`src/rtl/ctp_pkg.sv`:
```
package ctp_pkg;
  typedef enum logic [1:0] {
    TFF_INVERT = 2'b00,
    TFF_SET    = 2'b01,
    TFF_CLEAR  = 2'b10,
    TFF_KEEP   = 2'b11
  } tff_cmd_e;

  localparam logic [2:0] SEL_RUN  = 3'd0;
  localparam logic [2:0] SEL_MODE = 3'd1;
  localparam logic [2:0] SEL_CMP0 = 3'd2;
  localparam logic [2:0] SEL_CMP1 = 3'd3;
  localparam logic [2:0] SEL_FFC  = 3'd4;

  localparam logic [1:0] PAIR_16BIT = 2'b01;
endpackage

```
`src/rtl/ctp_prescaler.sv`:
```
module ctp_prescaler #(
  parameter int PRE_W  = 16,
  parameter int N_TAPS = 4,
  parameter logic [N_TAPS*8-1:0] TAP_BITS = {8'd15, 8'd11, 8'd9, 8'd7}
) (
  input  logic              clk,
  input  logic              rst,
  input  logic              run,
  output logic [N_TAPS-1:0] tick
);
  logic [PRE_W-1:0] pre_q;

  always_ff @(posedge clk) begin
    if (rst)      pre_q <= '0;
    else if (run) pre_q <= pre_q + 1'b1;
  end

  // a tap bit changes exactly when every lower bit is one and the counter steps
  for (genvar i = 0; i < N_TAPS; i++) begin : g_tap
    localparam int B = int'(TAP_BITS[i*8 +: 8]);
    assign tick[i] = run & (&pre_q[B-1:0]);
  end

  logic unused_pre_msb;
  assign unused_pre_msb = pre_q[PRE_W-1];

  p_pre_hold_r2: assert property (@(posedge clk) disable iff (rst)
    !run |=> $stable(pre_q));
  p_pre_step_r2: assert property (@(posedge clk) disable iff (rst)
    run |=> (pre_q == $past(pre_q) + 1'b1));
endmodule

```
`src/rtl/ctp_counter.sv`:
```
module ctp_counter #(
  parameter int CNT_W = 8
) (
  input  logic             clk,
  input  logic             rst,
  input  logic             run,
  input  logic             tick,
  input  logic             no_self_clear,
  input  logic             force_clear,
  input  logic [CNT_W-1:0] cmp,
  output logic [CNT_W-1:0] count,
  output logic             match,
  output logic             irq
);
  logic [CNT_W-1:0] cnt_q, nxt;
  logic             irq_q;

  assign nxt   = cnt_q + 1'b1;
  assign match = run & tick & (nxt == cmp);

  always_ff @(posedge clk) begin
    if (rst || !run)        cnt_q <= '0;
    else if (force_clear)   cnt_q <= '0;
    else if (tick)          cnt_q <= (match && !no_self_clear) ? '0 : nxt;
  end

  always_ff @(posedge clk) begin
    if (rst) irq_q <= 1'b0;
    else     irq_q <= match & ~no_self_clear;
  end

  assign count = cnt_q;
  assign irq   = irq_q;

  p_stop_clears_r7: assert property (@(posedge clk) disable iff (rst)
    !run |=> (count == '0));
  p_match_wraps_r5: assert property (@(posedge clk) disable iff (rst)
    (match && !no_self_clear) |=> (count == '0) && irq);
  p_hold_on_match_r6: assert property (@(posedge clk) disable iff (rst)
    (match && no_self_clear && !force_clear) |=> (count == $past(cmp)) && !irq);
  p_irq_single_r5: assert property (@(posedge clk) disable iff (rst)
    irq |=> !irq);
endmodule

```
`src/rtl/ctp_toggle_ff.sv`:
```
module ctp_toggle_ff
  import ctp_pkg::*;
(
  input  logic       clk,
  input  logic       rst,
  input  logic       cmd_we,
  input  logic [1:0] cmd,
  input  logic       hw_toggle,
  output logic       q
);
  logic q_r;

  always_ff @(posedge clk) begin
    if (rst) q_r <= 1'b0;
    else if (cmd_we && cmd != TFF_KEEP) begin
      case (tff_cmd_e'(cmd))
        TFF_INVERT: q_r <= ~q_r;
        TFF_SET:    q_r <= 1'b1;
        TFF_CLEAR:  q_r <= 1'b0;
        default:    q_r <= q_r;
      endcase
    end else if (hw_toggle) q_r <= ~q_r;
  end

  assign q = q_r;

  p_sw_set_r8: assert property (@(posedge clk) disable iff (rst)
    (cmd_we && cmd == TFF_SET) |=> q);
  p_sw_clear_r8: assert property (@(posedge clk) disable iff (rst)
    (cmd_we && cmd == TFF_CLEAR) |=> !q);
  p_idle_hold_r8: assert property (@(posedge clk) disable iff (rst)
    (!hw_toggle && !(cmd_we && cmd != TFF_KEEP)) |=> $stable(q));
endmodule

```
`src/rtl/cascade_timer_pair.sv`:
```
module cascade_timer_pair
  import ctp_pkg::*;
#(
  parameter int CNT_W       = 8,
  parameter int PRE_W       = 16,
  parameter int SYNC_STAGES = 2
) (
  input  logic             clk,
  input  logic             rst,
  input  logic             wr_en,
  input  logic [2:0]       wr_sel,
  input  logic [7:0]       wr_data,
  input  logic             ext_tick_in,
  output logic [CNT_W-1:0] cnt0,
  output logic [CNT_W-1:0] cnt1,
  output logic             irq_t0,
  output logic             irq_t1,
  output logic             tff_out
);
  localparam int N_TAPS = 4;

  // control state
  logic             pre_run_q, run0_q, run1_q;
  logic [1:0]       src0_q, src1_q, pair_q;
  logic [CNT_W-1:0] cmp0_q, cmp1_q;
  logic             ffc_en_q;

  always_ff @(posedge clk) begin
    if (rst) begin
      pre_run_q <= 1'b0; run0_q <= 1'b0; run1_q <= 1'b0;
      src0_q <= '0; src1_q <= '0; pair_q <= '0;
      cmp0_q <= '0; cmp1_q <= '0; ffc_en_q <= 1'b0;
    end else if (wr_en) begin
      case (wr_sel)
        SEL_RUN: begin
          pre_run_q <= wr_data[7];
          run1_q    <= wr_data[1];
          run0_q    <= wr_data[0];
        end
        SEL_MODE: begin
          pair_q <= wr_data[7:6];
          src1_q <= wr_data[3:2];
          src0_q <= wr_data[1:0];
        end
        SEL_CMP0: cmp0_q   <= wr_data[CNT_W-1:0];
        SEL_CMP1: cmp1_q   <= wr_data[CNT_W-1:0];
        SEL_FFC:  ffc_en_q <= wr_data[1];
        default: ;
      endcase
    end
  end

  logic unused_data;
  assign unused_data = ^{wr_data[5:4]};

  // external input: synchroniser and rising-edge detect
  logic [SYNC_STAGES-1:0] sync_q;
  logic                   ext_prev_q, ext_rise;

  always_ff @(posedge clk) begin
    if (rst) begin
      sync_q     <= '0;
      ext_prev_q <= 1'b0;
    end else begin
      sync_q     <= {sync_q[SYNC_STAGES-2:0], ext_tick_in};
      ext_prev_q <= sync_q[SYNC_STAGES-1];
    end
  end
  assign ext_rise = sync_q[SYNC_STAGES-1] & ~ext_prev_q;

  // prescaler taps: index 0..3 = bits 7, 9, 11, 15
  logic [N_TAPS-1:0] tap;

  ctp_prescaler #(
    .PRE_W(PRE_W), .N_TAPS(N_TAPS), .TAP_BITS({8'd15, 8'd11, 8'd9, 8'd7})
  ) u_pre (
    .clk(clk), .rst(rst), .run(pre_run_q), .tick(tap)
  );

  logic tick0, tick1, match0, match1, pair16;
  assign pair16 = (pair_q == PAIR_16BIT);

  always_comb begin
    case (src0_q)
      2'd0:    tick0 = ext_rise;
      2'd1:    tick0 = tap[0];
      2'd2:    tick0 = tap[1];
      default: tick0 = tap[2];
    endcase
    case (src1_q)
      2'd0:    tick1 = match0;
      2'd1:    tick1 = tap[0];
      2'd2:    tick1 = tap[2];
      default: tick1 = tap[3];
    endcase
  end

  ctp_counter #(.CNT_W(CNT_W)) u_lo (
    .clk(clk), .rst(rst), .run(run0_q), .tick(tick0),
    .no_self_clear(pair16), .force_clear(pair16 & match1),
    .cmp(cmp0_q), .count(cnt0), .match(match0), .irq(irq_t0)
  );

  ctp_counter #(.CNT_W(CNT_W)) u_hi (
    .clk(clk), .rst(rst), .run(run1_q), .tick(tick1),
    .no_self_clear(1'b0), .force_clear(1'b0),
    .cmp(cmp1_q), .count(cnt1), .match(match1), .irq(irq_t1)
  );

  ctp_toggle_ff u_tff (
    .clk(clk), .rst(rst),
    .cmd_we(wr_en && wr_sel == SEL_FFC), .cmd(wr_data[3:2]),
    .hw_toggle(ffc_en_q & match1), .q(tff_out)
  );

  p_chain_clear_r6: assert property (@(posedge clk) disable iff (rst)
    (pair16 && match1) |=> (cnt0 == '0) && (cnt1 == '0));
  p_no_low_irq_r6: assert property (@(posedge clk) disable iff (rst)
    (pair16 && match0) |=> !irq_t0);
  p_ext_ignored_r3: assert property (@(posedge clk) disable iff (rst)
    (src0_q != 2'd0 && !pre_run_q && !wr_en) |=> $stable(cnt0));
  p_reset_state_r1: assert property (@(posedge clk)
    rst |=> (cnt0 == '0) && (cnt1 == '0) && !irq_t0 && !irq_t1 && !tff_out);
endmodule

```
`config.mk`:
```
export PLATFORM = sky130hd
export DESIGN_NAME = cascade_timer_pair
export DESIGN_NICKNAME = d
export VERILOG_FILES = /design/src/rtl/ctp_pkg.sv /design/src/rtl/ctp_prescaler.sv /design/src/rtl/ctp_counter.sv /design/src/rtl/ctp_toggle_ff.sv /design/src/rtl/cascade_timer_pair.sv
export SDC_FILE = /design/constraint.sdc
export NUM_CORES = 1
export LEC_CHECK = 0
export ABC_AREA = 1
export BUFFER_PORTS_ARGS = -buffer_cell sky130_fd_sc_hd__buf_2
export CAP_MARGIN = 0
export CELL_PAD_IN_SITES_DETAIL_PLACEMENT = 0
export CELL_PAD_IN_SITES_GLOBAL_PLACEMENT = 2
export CORE_MARGIN = 10
export CORE_UTILIZATION = 37
export CTS_BUF_LIST = sky130_fd_sc_hd__clkbuf_8
export DETAILED_ROUTE_END_ITERATION = 10
export PLACE_DENSITY = 0.84
export SLEW_MARGIN = 20
export SYNTH_ARGS = -nofsm -noshare
export SYNTH_HDL_FRONTEND = slang
export SYNTH_SLANG_ARGS = --single-unit
```
`constraint.sdc`:
```
create_clock -name clk -period 3.5 [get_ports clk]
set_input_delay 0.35 -clock clk [delete_from_list [all_inputs] [get_ports clk]]
set_output_delay 0.35 -clock clk [all_outputs]
set_load 0.01 [all_outputs]
```
==> run_results.csv <==
group,metric,value,unit
run_status,status,"complete, no violations",
worst_setup_path,worstSetupPathType,"reg2reg",
cts,cts_sinks,63,
cells_and_area,mostFrequentLayoutCells,"nand2_1, inv_1, dfxtp_1",
synth,syn-num-nets,517,
synth,synth_largest_area_cell,"dfxtp_1",
global_route,grt_start_max_net_pins,30,
worst_setup_path,cp_max_fo,6,
global_route,grt_antenna_before_repair,0,
cts,cts_resized,0,
floorplanning,design.die.area,0.01336,sq mm
floorplanning,num_rows,34,
timing,skew,0.005812,ns
synth,syn_area,0.003381,sq mm
cells_and_area,fill_cells,956,
cts,tritoncts,"yes",
worst_setup_path,slowest_delay,0.46,ns
global_route,grt_use_total,0.1403,
cts,clockBufferDepth,2,
synth,netlist_instances,494,
power,p_per_area,366.1,mW/mm^2
synth,seq_area_frac_synth,0.3731,
power,irDropWorstVdd,0.1315,mV
timing,fmax,385.4,MHz
synth,synthDominantCellAreaShare,0.3731,
worst_setup_path,r2r_end,"u_lo.count[5]",
timing,rsz0062_at_grt,"no",
synth,yosysWarningCount,0,
routing,drt_wl_total,8887,microns
timing,tns,0,ns
worst_setup_path,crit_arrival,2.83,ns
placement,placedCellCount,624,
worst_setup_path,r2r-start,"u_pre.pre_q[0]",
synth,avgSynthCellArea,6.844,sq um
global_route,grt_pass1_wl,15030,microns
floorplanning,dieHeight,115.6,microns
cts,cts_buffers,9,
cells_and_area,mostFrequentLayoutCell,"nand2_1",
cts,clkTransAtPathRegs,0.07,ns
timing,fin_crit,2.595,ns
worst_setup_path,cp_slowest_cell,"a21oi_1",
routing,antenna_left,0,
global_route,grt-ovfl-total,0,
routing,drc,0,
cts,root_buffer,"clkbuf_8",
routing,via_count,3162,
worst_setup_path,start_kind,"register",
worst_setup_path,path_cells,"ha_1 > inv_1 > nor2_1 > nand2_1 > inv_1 > ha_1 > nand2_1 > a21oi_1 > a21oi_1 > inv_1 > o21ai_1 > inv_1 > a31oi_1 > nor2_1",
cells_and_area,n_antenna_cell,0,
routing,wl_per_cell,13.93,microns
cts,clk_latency,0.34,ns
cts,htreeDepth,3,
placement,dp_worst_setup_slack,0.9047,ns
timing,setup_slack,0.9050,ns
worst_setup_path,cpLargestDelayFamily,"compound AO/OA/AOI/OAI gates",
cts,postCtsHoldBufs,0,
cts,cts_setup_buffers,0,
floorplanning,start_util,0.3839,
worst_setup_path,cp-endpoint,"u_lo.count[5]",
placement,portBuffers,33,
floorplanning,die_x,115.6,microns
floorplanning,coreArea,0.008806,sq mm
worst_setup_path,critPathRequiredTime,3.73,ns
min_path,hold_class,"in2reg",
global_route,grt_pass1_vias,3028,
cells_and_area,area_growth,12.18,%
timing,hold_viol_final,0,
cells_and_area,drive_gt1_frac,0.1585,
placement,dp_hpwl,6799,microns
timing,layout_worst_path_cycle_share,0.7414,
timing,drv_slew,0,
cells_and_area,fin_nets,550,
power,power.leakage,1.646,nW
routing,drtPass1Iterations,4,
worst_setup_path,crit_path_end_kind,"register",
routing,via_per_inst,4.956,
worst_setup_path,critPathBufInv,4,
synth,synth_area_leaders,"dfxtp_1, nand2_1, inv_1, nor2_1, a21oi_1",
routing,first_iter_violations,148,
timing,tightest_slew,0.8233,ns
worst_setup_path,ff2ff_setup_slack,0.90,ns
cells_and_area,fin_cells,638,
synth,ys_ff_latch,63,
floorplanning,io-pin-count,34,
timing,max_slew_margin,0.4505,
worst_setup_path,cp_common_cell,"inv_1",
worst_setup_path,path_depth,14,
worst_setup_path,reg2reg_depth,14,
synth,synth.distinct_cells,38,
worst_setup_path,startpoint,"u_pre.pre_q[0]",
timing,setup_viol,0,
placement,routabilityCongestion,0.8164,
job,maxCapViolCount,0,
## cell families (layout without fill, tap and decap cells)
| kind of cell | Yosys count | after routing | share of synthesized area |
|---|---|---|---|
| and+or+nand+nor | 234 | 234 | 0.3261 |
| AOI/OAI and AO/OA | 100 | 100 | 0.1628 |
| buffers and inverters | 86 | 122 | 0.1007 |
| DFF | 63 | 63 | 0.3731 |
| adders and majority gates | 8 | 8 | 0.02961 |
| xor gates and xnor gates | 3 | 3 | 0.007773 |
## through the flow
step | area, sq um | hold WS, ns | util | power, mW
after floorplan | 3381 | 0.3883 | - | 0.8123
after global placement | 3628 | 0.4132 | 0.4120 | 0.8459
after detailed placement | 3628 | 0.4081 | 0.4120 | 0.8473
after CTS | 3792 | 0.1964 | 0.4307 | 1.406
after global routing | 3792 | 0.2300 | 0.4307 | 1.446
final | 3792 | 0.2036 | 0.4307 | 1.388
## registers in the layout, indices dropped and copies added (netlist names)
signal       count
u_hi.irq         1
ffc_en_q         1
u_lo.irq         1
u_lo.count       8
run0_q           1
ext_prev_q       1
pair_q           2
cmp1_q           8
pre_run_q        1
src0_q           2
u_pre.pre_q     15
u_hi.count       8
cmp0_q           8
u_tff.q          1
run1_q           1
src1_q           2
sync_q           2
## routing by layer
metal  GRT usage  vias to the layer above  wire length [microns]
met5           0                        -                      0
li1            -                     1666                      -
met3     0.02791                       11                    421
met1      0.1841                     1433                   4328
met2      0.2212                       52                   3988
met4     0.05574                        0                    148
## worst min-delay path, stage by stage
cell and delay [ns]:
buf_2 0.07, inv_1 0.03, nor2_1 0.06
## power by group
group / leakage [nW] / internal [mW] / switching [mW] / total, mW
Combinational: 1.04 / 0.0297 / 0.0608 / 0.0905
Sequential: 0.510 / 0.731 / 0.00910 / 0.740
Clock: 0.0937 / 0.282 / 0.276 / 0.558
## cells in the mapped netlist
library cell and count:
dfxtp_1 63, o21a_1 2, a21oi_1 41, o21bai_2 1, nor4_1 1, inv_2 2, nand4_1 9, inv_4 1
a21boi_0 1, buf_8 1, o21bai_1 2, clkbuf_1 8, a2bb2oi_1 2, nand2_4 3, nand2_2 7, nand3_1 34
ha_1 8, a31oi_1 3, or2_2 3, inv_1 71, o21ai_0 37, nand3_2 4, nor2_1 61, o21ai_1 5
or2_0 1, nand3b_1 1, nand2_1 85, nor2_4 2, xor2_1 1, a22oi_1 2, nor2_2 11, xnor2_1 2
nor3_2 4, o211ai_1 1, o211a_1 2, nor3_1 8, a211oi_1 1, buf_2 3
## worst min path at each step
| stage | cells after the start | startpoint | endpoint | slack (ns) |
|---|---|---|---|---|
| after detailed placement | 2 | sync_q[0] | sync_q[1] | 0.41 |
| after global placement | 2 | sync_q[0] | sync_q[1] | 0.41 |
| after CTS | 3 | ext_tick_in | sync_q[0] | 0.20 |
| final | 3 | ext_tick_in | sync_q[0] | 0.20 |
| after global routing | 3 | ext_tick_in | sync_q[0] | 0.23 |
| after floorplan | 2 | sync_q[0] | sync_q[1] | 0.39 |
## area by class of cell
| class | instances | area [sq um] | share of cell area |
|---|---|---|---|
| Multi-Input combinational cell | 345 | 1779 | 0.4692 |
| Clock buffer | 11 | 151.4 | 0.03992 |
| Tap cell | 108 | 135.1 | 0.03563 |
| Inverter | 74 | 280.3 | 0.07390 |
| Timing Repair Buffer | 34 | 172.7 | 0.04553 |
| Clock inverter | 3 | 12.51 | 0.003299 |
| Sequential cell | 63 | 1261 | 0.3326 |
Note: power is estimated with default switching activity, not from simulation.
